===== src/rtl/bank_mapper_pkg.sv =====
package bank_mapper_pkg;
  localparam int unsigned BANK_W     = 8;
  localparam int unsigned OFS_W      = 16;
  localparam int unsigned RAW_W      = 24;
  localparam int unsigned CTRL_IDX_W = 4;
  localparam int unsigned NDEV       = 6;

  // device index == priority rank for the overlapping four
  localparam int unsigned DEV_BOOT  = 0;
  localparam int unsigned DEV_PSRAM = 1;
  localparam int unsigned DEV_EXT   = 2;
  localparam int unsigned DEV_PACK  = 3;
  localparam int unsigned DEV_SRAM  = 4;
  localparam int unsigned DEV_CTRL  = 5;

  // configuration bit positions
  localparam int unsigned CFG_LINEAR  = 2;
  localparam int unsigned CFG_PS_LO   = 3;
  localparam int unsigned CFG_PS_HI   = 4;
  localparam int unsigned CFG_PS_SEL0 = 5;
  localparam int unsigned CFG_PS_SEL1 = 6;
  localparam int unsigned CFG_BT_LO   = 7;
  localparam int unsigned CFG_BT_HI   = 8;
  localparam int unsigned CFG_EX_LO   = 9;
  localparam int unsigned CFG_EX_HI   = 10;
  localparam int unsigned CFG_EX_ALT  = 11;
  localparam int unsigned CFG_PK_WE   = 12;

  localparam logic [6:0] LO_AREA_END = 7'h7E;

  // variants of the ROM-space decoder
  localparam int unsigned ROM_BOOT = 0;
  localparam int unsigned ROM_EXT  = 1;
  localparam int unsigned ROM_PACK = 2;
endpackage


===== src/rtl/bank_mapper_win.sv =====
module bank_mapper_win
  import bank_mapper_pkg::*;
#(
  parameter int unsigned SRAM_AW = 15
) (
  input  logic [BANK_W-1:0]     bank_i,
  input  logic [OFS_W-1:0]      ofs_i,
  output logic                  sram_hit_o,
  output logic                  ctrl_hit_o,
  output logic [SRAM_AW-1:0]    sram_addr_o,
  output logic [CTRL_IDX_W-1:0] ctrl_idx_o
);
  logic             in_5k;
  logic [RAW_W-1:0] sram_raw;

  assign in_5k       = (ofs_i[15:12] == 4'h5);
  assign sram_hit_o  = in_5k && (bank_i[7:3] == 5'b00010);
  assign ctrl_hit_o  = in_5k && (bank_i[7:4] == 4'h0);
  assign sram_raw    = RAW_W'({bank_i[2:0], ofs_i[11:0]});
  assign sram_addr_o = sram_raw[SRAM_AW-1:0];
  assign ctrl_idx_o  = bank_i[CTRL_IDX_W-1:0];
endmodule


===== src/rtl/bank_mapper_psram.sv =====
module bank_mapper_psram
  import bank_mapper_pkg::*;
#(
  parameter int unsigned AW = 19
) (
  input  logic [BANK_W-1:0] bank_i,
  input  logic [OFS_W-1:0]  ofs_i,
  input  logic              linear_i,
  input  logic              en_lo_i,
  input  logic              en_hi_i,
  input  logic [1:0]        sel_i,
  output logic              hit_o,
  output logic [AW-1:0]     addr_o
);
  logic [6:0]       bb;
  logic             hi_area, in_area, en;
  logic             pg_move, pg_fixed, ln_group, ln_snip;
  logic [RAW_W-1:0] raw;

  assign bb      = bank_i[6:0];
  assign hi_area = bank_i[7];
  assign in_area = hi_area | (bb < LO_AREA_END);
  assign en      = in_area & (hi_area ? en_hi_i : en_lo_i);

  // paged: relocatable 16-bank block, full bank for codes 2/3
  assign pg_move  = (bb[6:4] == {sel_i, 1'b0}) && (sel_i[1] || ofs_i[15]);
  // paged: lower halves of the top 16 banks, placement independent
  assign pg_fixed = (bb[6:4] == 3'b111) && !ofs_i[15];
  // linear: eight whole banks plus their upper-half mirrors
  assign ln_group = (bb[5:4] == sel_i) && !bb[3] && (bb[6] || ofs_i[15]);
  // linear: 8K windows at 6000h-7FFFh
  assign ln_snip  = (bb[6:5] == 2'b01) && (ofs_i[15:13] == 3'b011);

  always_comb begin
    if (linear_i) begin
      hit_o = en && (ln_group || ln_snip);
      raw   = RAW_W'({bb[2:0], ofs_i});
    end else begin
      hit_o = en && (pg_move || pg_fixed);
      raw   = RAW_W'({bb[3:0], ofs_i[14:0]});
    end
  end

  assign addr_o = raw[AW-1:0];
endmodule


===== src/rtl/bank_mapper_rom.sv =====
module bank_mapper_rom
  import bank_mapper_pkg::*;
#(
  parameter int unsigned KIND = ROM_PACK,
  parameter int unsigned AW   = 22
) (
  input  logic [BANK_W-1:0] bank_i,
  input  logic [OFS_W-1:0]  ofs_i,
  input  logic              linear_i,
  input  logic              en_lo_i,
  input  logic              en_hi_i,
  input  logic              alt_i,
  output logic              hit_o,
  output logic [AW-1:0]     addr_o
);
  logic [6:0]       bb;
  logic             hi_area, in_area, en;
  logic [RAW_W-1:0] raw;

  assign bb      = bank_i[6:0];
  assign hi_area = bank_i[7];
  assign in_area = hi_area | (bb < LO_AREA_END);
  assign en      = in_area & (hi_area ? en_hi_i : en_lo_i);

  generate
    if (KIND == ROM_BOOT) begin : g_boot
      logic unused_boot;
      assign unused_boot = ^{linear_i, alt_i};
      assign hit_o = en && !bb[6] && ofs_i[15];
      assign raw   = RAW_W'({bb[5:0], ofs_i[14:0]});
    end else if (KIND == ROM_EXT) begin : g_ext
      logic pg_hit, ln_hit;
      assign pg_hit = alt_i ? (bb[6:5] == 2'b10)
                            : ((bb[6:5] == 2'b00) && ofs_i[15]);
      assign ln_hit = (bb[5] == alt_i) && !bb[4] && (bb[6] || ofs_i[15]);
      assign hit_o  = en && (linear_i ? ln_hit : pg_hit);
      assign raw    = linear_i ? RAW_W'({bb[3:0], ofs_i})
                               : RAW_W'({bb[5:0], ofs_i[14:0]});
    end else begin : g_pack
      logic unused_pack;
      assign unused_pack = ^{alt_i};
      assign hit_o = en && (bb[6] || ofs_i[15]);
      assign raw   = linear_i ? RAW_W'({bb[5:0], ofs_i})
                              : RAW_W'({bb[6:0], ofs_i[14:0]});
    end
  endgenerate

  assign addr_o = raw[AW-1:0];
endmodule


===== src/rtl/bank_mapper_arb.sv =====
module bank_mapper_arb #(
  parameter int unsigned          N      = 6,
  parameter logic [N-1:0]         FITTED = '1
) (
  input  logic [N-1:0] req_i,
  output logic [N-1:0] gnt_o,
  output logic         none_o,
  output logic         unfit_o
);
  generate
    for (genvar i = 0; i < N; i++) begin : g_rank
      if (i == 0) begin : g_top
        assign gnt_o[i] = req_i[i];
      end else begin : g_rest
        assign gnt_o[i] = req_i[i] && !(|req_i[i-1:0]);
      end
    end
  endgenerate

  assign none_o  = ~|req_i;
  assign unfit_o = |(gnt_o & ~FITTED);
endmodule


===== src/rtl/bank_mapper.sv =====
module bank_mapper
  import bank_mapper_pkg::*;
#(
  parameter int unsigned BOOT_AW    = 20,
  parameter int unsigned PSRAM_AW   = 19,
  parameter int unsigned EXT_AW     = 20,
  parameter int unsigned PACK_AW    = 22,
  parameter int unsigned SRAM_AW    = 15,
  parameter bit          EXT_FITTED = 1'b0
) (
  input  logic [7:0]          bank_i,
  input  logic [15:0]         ofs_i,
  input  logic                rd_i,
  input  logic                wr_i,
  input  logic [12:2]         cfg_i,
  output logic [5:0]          cs_o,
  output logic                open_bus_o,
  output logic [BOOT_AW-1:0]  boot_addr_o,
  output logic [PSRAM_AW-1:0] psram_addr_o,
  output logic [EXT_AW-1:0]   ext_addr_o,
  output logic [PACK_AW-1:0]  pack_addr_o,
  output logic [SRAM_AW-1:0]  sram_addr_o,
  output logic [3:0]          ctrl_idx_o
);
  localparam logic [NDEV-1:0] EXT_BIT = NDEV'(1) << DEV_EXT;
  localparam logic [NDEV-1:0] FITTED  = EXT_FITTED ? '1 : ~EXT_BIT;

  logic [NDEV-1:0] req, gnt;
  logic            none, unfit, acc, pack_wr_block;

  bank_mapper_rom #(.KIND(ROM_BOOT), .AW(BOOT_AW)) u_boot (
    .bank_i, .ofs_i,
    .linear_i (cfg_i[CFG_LINEAR]),
    .en_lo_i  (cfg_i[CFG_BT_LO]),
    .en_hi_i  (cfg_i[CFG_BT_HI]),
    .alt_i    (1'b0),
    .hit_o    (req[DEV_BOOT]),
    .addr_o   (boot_addr_o)
  );

  bank_mapper_psram #(.AW(PSRAM_AW)) u_psram (
    .bank_i, .ofs_i,
    .linear_i (cfg_i[CFG_LINEAR]),
    .en_lo_i  (cfg_i[CFG_PS_LO]),
    .en_hi_i  (cfg_i[CFG_PS_HI]),
    .sel_i    ({cfg_i[CFG_PS_SEL1], cfg_i[CFG_PS_SEL0]}),
    .hit_o    (req[DEV_PSRAM]),
    .addr_o   (psram_addr_o)
  );

  bank_mapper_rom #(.KIND(ROM_EXT), .AW(EXT_AW)) u_ext (
    .bank_i, .ofs_i,
    .linear_i (cfg_i[CFG_LINEAR]),
    .en_lo_i  (cfg_i[CFG_EX_LO]),
    .en_hi_i  (cfg_i[CFG_EX_HI]),
    .alt_i    (cfg_i[CFG_EX_ALT]),
    .hit_o    (req[DEV_EXT]),
    .addr_o   (ext_addr_o)
  );

  bank_mapper_rom #(.KIND(ROM_PACK), .AW(PACK_AW)) u_pack (
    .bank_i, .ofs_i,
    .linear_i (cfg_i[CFG_LINEAR]),
    .en_lo_i  (1'b1),
    .en_hi_i  (1'b1),
    .alt_i    (1'b0),
    .hit_o    (req[DEV_PACK]),
    .addr_o   (pack_addr_o)
  );

  bank_mapper_win #(.SRAM_AW(SRAM_AW)) u_win (
    .bank_i, .ofs_i,
    .sram_hit_o  (req[DEV_SRAM]),
    .ctrl_hit_o  (req[DEV_CTRL]),
    .sram_addr_o (sram_addr_o),
    .ctrl_idx_o  (ctrl_idx_o)
  );

  bank_mapper_arb #(.N(NDEV), .FITTED(FITTED)) u_arb (
    .req_i   (req),
    .gnt_o   (gnt),
    .none_o  (none),
    .unfit_o (unfit)
  );

  assign acc           = rd_i | wr_i;
  assign pack_wr_block = gnt[DEV_PACK] && wr_i && !cfg_i[CFG_PK_WE];
  assign open_bus_o    = acc && (none || unfit || pack_wr_block);
  assign cs_o          = (acc && !open_bus_o) ? gnt : '0;
endmodule


===== config.mk =====
export PLATFORM = sky130hd
export DESIGN_NAME = bank_mapper
export DESIGN_NICKNAME = d
export VERILOG_FILES = /design/src/rtl/bank_mapper_pkg.sv /design/src/rtl/bank_mapper_win.sv /design/src/rtl/bank_mapper_psram.sv /design/src/rtl/bank_mapper_rom.sv /design/src/rtl/bank_mapper_arb.sv /design/src/rtl/bank_mapper.sv
export SDC_FILE = /design/constraint.sdc
export NUM_CORES = 1
export LEC_CHECK = 0
export ABC_AREA = 1
export CAP_MARGIN = 15
export CORE_ASPECT_RATIO = 0.7
export CORE_MARGIN = 10
export CORE_UTILIZATION = 28
export DETAILED_ROUTE_END_ITERATION = 8
export PLACE_DENSITY = 0.86
export SLEW_MARGIN = 20
export SYNTH_ARGS = -nofsm -noshare
export SYNTH_HDL_FRONTEND = slang
export SYNTH_HIERARCHICAL = 1
export SYNTH_SLANG_ARGS = --single-unit

===== constraint.sdc =====
create_clock -name vclk -period 2.39
set_input_delay 0.717 -clock vclk [all_inputs]
set_output_delay 0.717 -clock vclk [all_outputs]
set_load 0.005 [all_outputs]

==> metrics.txt, run 1 <==
# TYPE chip_impl_metric gauge
chip_impl_info{name="run_status",value="complete, but fails checks"} 1
chip_impl_info{name="violated_checks",value="setup timing"} 1
chip_impl_metric{name="timing.final.hold_violations",unit=""} 0
chip_impl_info{name="top_usage_layer",value="met2"} 1
chip_impl_metric{name="worstPathMaxFanout",unit=""} 5
chip_impl_metric{name="crit_required",unit="ps"} 1670
chip_impl_metric{name="antenna_left",unit=""} 0
chip_impl_metric{name="syn_area",unit="um2"} 1390
chip_impl_metric{name="count_of_final_max_slew_check_failures",unit=""} 0
chip_impl_metric{name="overall_die_area",unit="um2"} 8220
chip_impl_info{name="worstSetupStartpointType",value="primary input"} 1
chip_impl_metric{name="seq_cell_count",unit=""} 0
chip_impl_info{name="holdCritStartpoint",value="ofs_i[10]"} 1
chip_impl_metric{name="dp_hpwl",unit="um"} 3300
chip_impl_metric{name="post-route-cell-area",unit="um2"} 1910
chip_impl_metric{name="critPathMaxStageDelay",unit="ps"} 240
chip_impl_metric{name="cell_count_final_fillers_out",unit=""} 345
chip_impl_metric{name="seqCellArea",unit="um2"} 0
chip_impl_metric{name="postSynthAreaPerCell",unit="um2"} 5.44
chip_impl_metric{name="holdBufCountCts",unit=""} 0
chip_impl_metric{name="final.hold.worst_slack",unit="ps"} 1430
chip_impl_info{name="critical_path.cell_chain",value="buf_8, buf_6, nand2_2, inv_2, nor2_1, nand2_1, nor3_4, nor2_2, nand3_2, nor2_2, nor2_2, nand3_4, buf_6, nor2_2, buf_2"} 1
chip_impl_metric{name="clock_buffer_count",unit=""} 0
chip_impl_info{name="worstSetupEndpointType",value="output port"} 1
chip_impl_metric{name="grt_overflow",unit=""} 0
chip_impl_metric{name="drt_first_pass_iters",unit=""} 4
chip_impl_metric{name="floorplan.initialDensity",unit="%"} 29.0
chip_impl_metric{name="yosysWarningCount",unit=""} 6
chip_impl_info{name="rsz0062_at_grt",value="yes"} 1
chip_impl_metric{name="grt_antenna_before_repair",unit=""} 1
chip_impl_metric{name="grt_pass1_wl",unit="um"} 6530
chip_impl_metric{name="placedCellCount",unit=""} 327
chip_impl_metric{name="worst-endpoint-arrival",unit="ps"} 2220
chip_impl_metric{name="final_nets",unit=""} 314
chip_impl_info{name="most_prevalent_standard_cell_on_the_critical_path",value="nor2_2"} 1
chip_impl_info{name="worst_hold_path.endpoint",value="boot_addr_o[10]"} 1
chip_impl_info{name="critPathKind",value="in -> out"} 1
chip_impl_metric{name="grt_use_met3",unit="%"} 2.58
chip_impl_metric{name="placedInstanceArea",unit="um2"} 1670
chip_impl_metric{name="routed_wirelength",unit="um"} 4230
chip_impl_metric{name="grt.met1_usage",unit="%"} 9.98
chip_impl_metric{name="route.detailed.vias_per_inst",unit=""} 4.03
chip_impl_metric{name="setup_tns",unit="ps"} -3420
chip_impl_metric{name="grt_start_max_net_pins",unit=""} 14
chip_impl_metric{name="ioPinCount",unit=""} 144
chip_impl_metric{name="grtUsageTotal",unit="%"} 9.12
chip_impl_metric{name="multi_input_comb_area",unit="um2"} 673
chip_impl_metric{name="finalSetupViolCount",unit=""} 7
chip_impl_info{name="path_type_of_the_worst_min_delay_path",value="in -> out"} 1
chip_impl_metric{name="detailroute.via_count",unit=""} 1391
chip_impl_metric{name="max_frequency",unit="MHz"} 340
chip_impl_metric{name="route.detailed.wl_per_inst",unit="um"} 12.3
chip_impl_info{name="cpMaxStageDelayCell",value="nor3_4"} 1
chip_impl_metric{name="post-route-period-util",unit="%"} 123
chip_impl_metric{name="worst_hold_path.num_cells",unit=""} 0
chip_impl_metric{name="drt_iter0_markers",unit=""} 35
chip_impl_metric{name="power_per_cell_area",unit="nW/um2"} 186
chip_impl_metric{name="chipHeight",unit="um"} 78.9
chip_impl_metric{name="final.setup.worst_slack",unit="ps"} -549
chip_impl_metric{name="route.detailed.drc",unit=""} 0
chip_impl_metric{name="postSynthCellCount",unit=""} 255
chip_impl_metric{name="final_util",unit="%"} 39.9
chip_impl_metric{name="timing.final.crit_period",unit="ps"} 2940
chip_impl_metric{name="layout.filler_cells",unit=""} 516
chip_impl_metric{name="port_buffers",unit=""} 72
chip_impl_metric{name="first_global_vias",unit=""} 1376
chip_impl_metric{name="dieWidth",unit="um"} 104
chip_impl_metric{name="gpl.final_weighted_congestion",unit=""} 0.791
chip_impl_metric{name="fp-row-count",unit=""} 21
chip_impl_metric{name="grt_met2_usage",unit="%"} 17.6
chip_impl_metric{name="power_leakage",unit="nW"} 1.03
chip_impl_metric{name="max_cap_viols",unit=""} 0
chip_impl_metric{name="core_area",unit="um2"} 4780
chip_impl_metric{name="drive_gt1_share",unit="%"} 33.5
chip_impl_metric{name="area.growth.synth_to_final",unit="%"} 37.6
chip_impl_metric{name="peakVddDrop",unit="mV"} 0.0440
timing repair:
action,4_1_cts,5_1_grt
setup endpoints to repair,47,11
hold endpoints to repair,0,0
resized for setup,145,24
pin swaps,34,18
buffers inserted,15,3
cloned,1,0
how the worst max path moves through the flow:
stage / end / slack [ps] / cells after the start / startpoint
floorplan: cs_o[0] / -30 / 12 / cfg_i[2]
global placement: cs_o[3] / -1300 / 13 / bank_i[6]
detailed placement: cs_o[3] / -1330 / 13 / bank_i[6]
CTS: cs_o[5] / -590 / 16 / bank_i[5]
global route: cs_o[3] / -670 / 15 / ofs_i[13]
finish: cs_o[5] / -550 / 15 / bank_i[4]
stage by stage:
stage	worst slack, ps	total power, W
floorplan	-34.7	0.000217
global placement	-1300	0.000295
detailed placement	-1330	0.000301
CTS	-586	0.000335
global route	-670	0.000385
finish	-549	0.000354
worst max-delay path, delay by kind of cell:
| kind | cells | cell delay, ps |
|---|---|---|
| and+or+nand+nor | 10 | 980 |
| buffers and inverters | 5 | 510 |
cell usage in the layout (no fill, tap or decap), drive strengths merged, types with 2 or more instances in the layout:
cell            n
dlymetal6s2s    2
buf            52
nor2           39
clkdlybuf4s15   6
xnor2           2
o21ai           9
nand2          57
dlygate4sd2    21
inv            40
conb            2
nand3           7
a21oi           8
clkdlybuf4s50  25
report_power, final:
group | leakage, nW | internal [W] | switching [W]
sequential | 0 | 0 | 0
combinational | 1.03 | 0.000194 | 0.000160
clock | 0.00000634 | 0.0000000000559 | 0
total | 1.03 | 0.000194 | 0.000160
layout make-up:
cell class,instances,area share (%)
timing repair buffer,108,52.2
multi-input combinational,127,35.3
inverter,40,7.86
tap,69,4.52
antenna,1,0.131
layer usage:
metal | share of wire [%] | wire length [um]
met5 | 0 | 0
met2 | 53 | 2230
met3 | 5.2 | 222
met1 | 42 | 1760
met4 | 0.43 | 18
Note: power is estimated with default switching activity, not from simulation.
==> inputs of run 2 (changes only) <==
- CORE_MARGIN: 10 -> 2
==> run 2 against run 1 <==
  * The run still ends with setup timing left
  * Global-route usage is 4.2 points higher
  * Core utilization is 5.7 points higher
  * Count of clock-buffer cells in the layout stayed put
  * Non-clock buffer count is 17 higher
  * Design area is 14% higher
  * Combinational power is 17% higher
==> metrics.txt, run 2 (synthesis gave the netlist of run 1 again) <==
# TYPE chip_impl_metric gauge
chip_impl_info{name="most-common-layout-cells",value="nand2_1, buf_4, inv_1"} 1
chip_impl_metric{name="grt_antenna_before_repair",unit=""} 1
chip_impl_metric{name="drt_iter0_markers",unit=""} 64
chip_impl_metric{name="worst-endpoint-arrival",unit="ps"} 2150
chip_impl_metric{name="fp-row-count",unit=""} 21
chip_impl_metric{name="chipHeight",unit="um"} 62.9
chip_impl_metric{name="route.detailed.vias_per_inst",unit=""} 4.06
chip_impl_metric{name="final.setup.worst_slack",unit="ps"} -473
chip_impl_metric{name="final_nets",unit=""} 331
chip_impl_metric{name="crit_required",unit="ps"} 1670
chip_impl_metric{name="route.detailed.drc",unit=""} 0
chip_impl_info{name="cp_top_family",value="simple AND/OR/NAND/NOR gates"} 1
chip_impl_metric{name="detailroute.via_count",unit=""} 1469
chip_impl_info{name="run_status",value="complete, but fails checks"} 1
chip_impl_metric{name="power_leakage",unit="nW"} 1.11
chip_impl_metric{name="first_global_vias",unit=""} 1376
chip_impl_metric{name="overall_die_area",unit="um2"} 5540
chip_impl_metric{name="critical_path.n_buffers_inverters",unit=""} 5
chip_impl_metric{name="finalSetupViolCount",unit=""} 7
chip_impl_metric{name="grt_start_max_net_pins",unit=""} 12
chip_impl_info{name="worstSetupEndpointType",value="output port"} 1
chip_impl_info{name="cpMaxStageDelayCell",value="a21oi_2"} 1
chip_impl_metric{name="final_util",unit="%"} 45.6
chip_impl_info{name="most_prevalent_standard_cell_on_the_critical_path",value="nor2_4"} 1
chip_impl_metric{name="port_buffers",unit=""} 72
chip_impl_metric{name="post-place-ws",unit="ps"} -1330
chip_impl_metric{name="drt_first_pass_iters",unit=""} 4
chip_impl_metric{name="critPathMaxStageDelay",unit="ps"} 150
chip_impl_metric{name="dp_hpwl",unit="um"} 2730
chip_impl_metric{name="power_per_cell_area",unit="nW/um2"} 189
chip_impl_metric{name="max_frequency",unit="MHz"} 349
chip_impl_metric{name="area.growth.synth_to_final",unit="%"} 57.2
chip_impl_info{name="rsz0062_at_grt",value="yes"} 1
chip_impl_metric{name="count_of_final_max_slew_check_failures",unit=""} 0
chip_impl_metric{name="holdBufCountCts",unit=""} 0
chip_impl_metric{name="timing.final.crit_period",unit="ps"} 2860
chip_impl_metric{name="setup_tns",unit="ps"} -3300
chip_impl_metric{name="seq_cell_count",unit=""} 0
chip_impl_metric{name="drive_gt1_share",unit="%"} 51.0
chip_impl_metric{name="grt_overflow",unit=""} 0
chip_impl_metric{name="clock_buffer_count",unit=""} 0
chip_impl_metric{name="timing.final.hold_violations",unit=""} 0
chip_impl_info{name="violated_checks",value="setup timing"} 1
chip_impl_info{name="layout_commonest_cell",value="nand2_1"} 1
chip_impl_metric{name="layout.filler_cells",unit=""} 496
chip_impl_metric{name="grtUsageTotal",unit="%"} 13.3
chip_impl_metric{name="multi_input_comb_area",unit="um2"} 820
chip_impl_metric{name="dieWidth",unit="um"} 88.1
chip_impl_metric{name="floorplan.initialDensity",unit="%"} 29.0
chip_impl_info{name="critPathKind",value="in -> out"} 1
chip_impl_metric{name="max_cap_viols",unit=""} 0
chip_impl_metric{name="route.detailed.wl_per_inst",unit="um"} 11.8
chip_impl_metric{name="ioPinCount",unit=""} 144
chip_impl_metric{name="routed_wirelength",unit="um"} 4270
chip_impl_info{name="path_type_of_the_worst_min_delay_path",value="in -> out"} 1
chip_impl_metric{name="seqCellArea",unit="um2"} 0
chip_impl_metric{name="grt_pass1_wl",unit="um"} 6190
chip_impl_metric{name="peakVddDrop",unit="mV"} 0.0410
chip_impl_info{name="worstSetupStartpointType",value="primary input"} 1
chip_impl_metric{name="post-route-period-util",unit="%"} 120
chip_impl_metric{name="gpl.final_weighted_congestion",unit=""} 0.833
chip_impl_info{name="critical_path.cell_chain",value="buf_8, buf_8, nand2_4, nor2_4, a21oi_2, nand2_2, nand2_2, nor2_4, nor2_4, inv_2, nor2_4, nor2_4, buf_4, a21boi_2, buf_2"} 1
chip_impl_metric{name="worstPathMaxFanout",unit=""} 5
chip_impl_metric{name="core_area",unit="um2"} 4780
chip_impl_metric{name="antenna_left",unit=""} 0
-- run 2: final timing paths --
| check | slack, ps | endpoint | cells past startpoint | from |
|---|---|---|---|---|
| worst min-delay path | 1430 | boot_addr_o[10] | 0 | ofs_i[10] |
| worst max-delay path | -470 | open_bus_o | 15 | bank_i[5] |
-- run 2: area by class of cell --
| cell class | instances | share of cell area (%) |
|---|---|---|
| Timing Repair Buffer | 125 | 51.3 |
| Inverter | 40 | 7.00 |
| Tap cell | 69 | 3.96 |
| Multi-Input combinational cell | 127 | 37.6 |
| Antenna cell | 1 | 0.115 |
-- run 2: what timing repair did --
| item | CTS | global route |
|---|---|---|
| gates cloned | 3 | 0 |
| resized for setup | 187 | 64 |
| setup endpoints to repair | 47 | 18 |
| pin swaps | 39 | 36 |
| buffers inserted | 19 | 13 |
-- run 2: routing by layer --
| metal | global-route usage, % | share of wire [%] |
|---|---|---|
| met2 | 25.0 | 52 |
| met5 | 0 | 0 |
| met4 | 2.08 | 0.82 |
| met1 | 15.5 | 40 |
| met3 | 2.91 | 6.6 |
-- run 2: per-stage QoR --
step,power [W],hold slack [ps],instances,cell area (um2)
6_report,0.000413,1430,362,2180
5_1_grt,0.000446,1430,362,2180
4_1_cts,0.000350,1430,350,1940
3_5_place_dp,0.000300,1430,329,1690
3_3_place_gp,0.000292,1430,329,1690
2_1_floorplan,0.000217,1510,256,1400
-- run 2: report_power, final --
group | internal, W | switching, W
Sequential | 0 | 0
Clock | 0.0000000000559 | 0
Combinational | 0.000226 | 0.000187
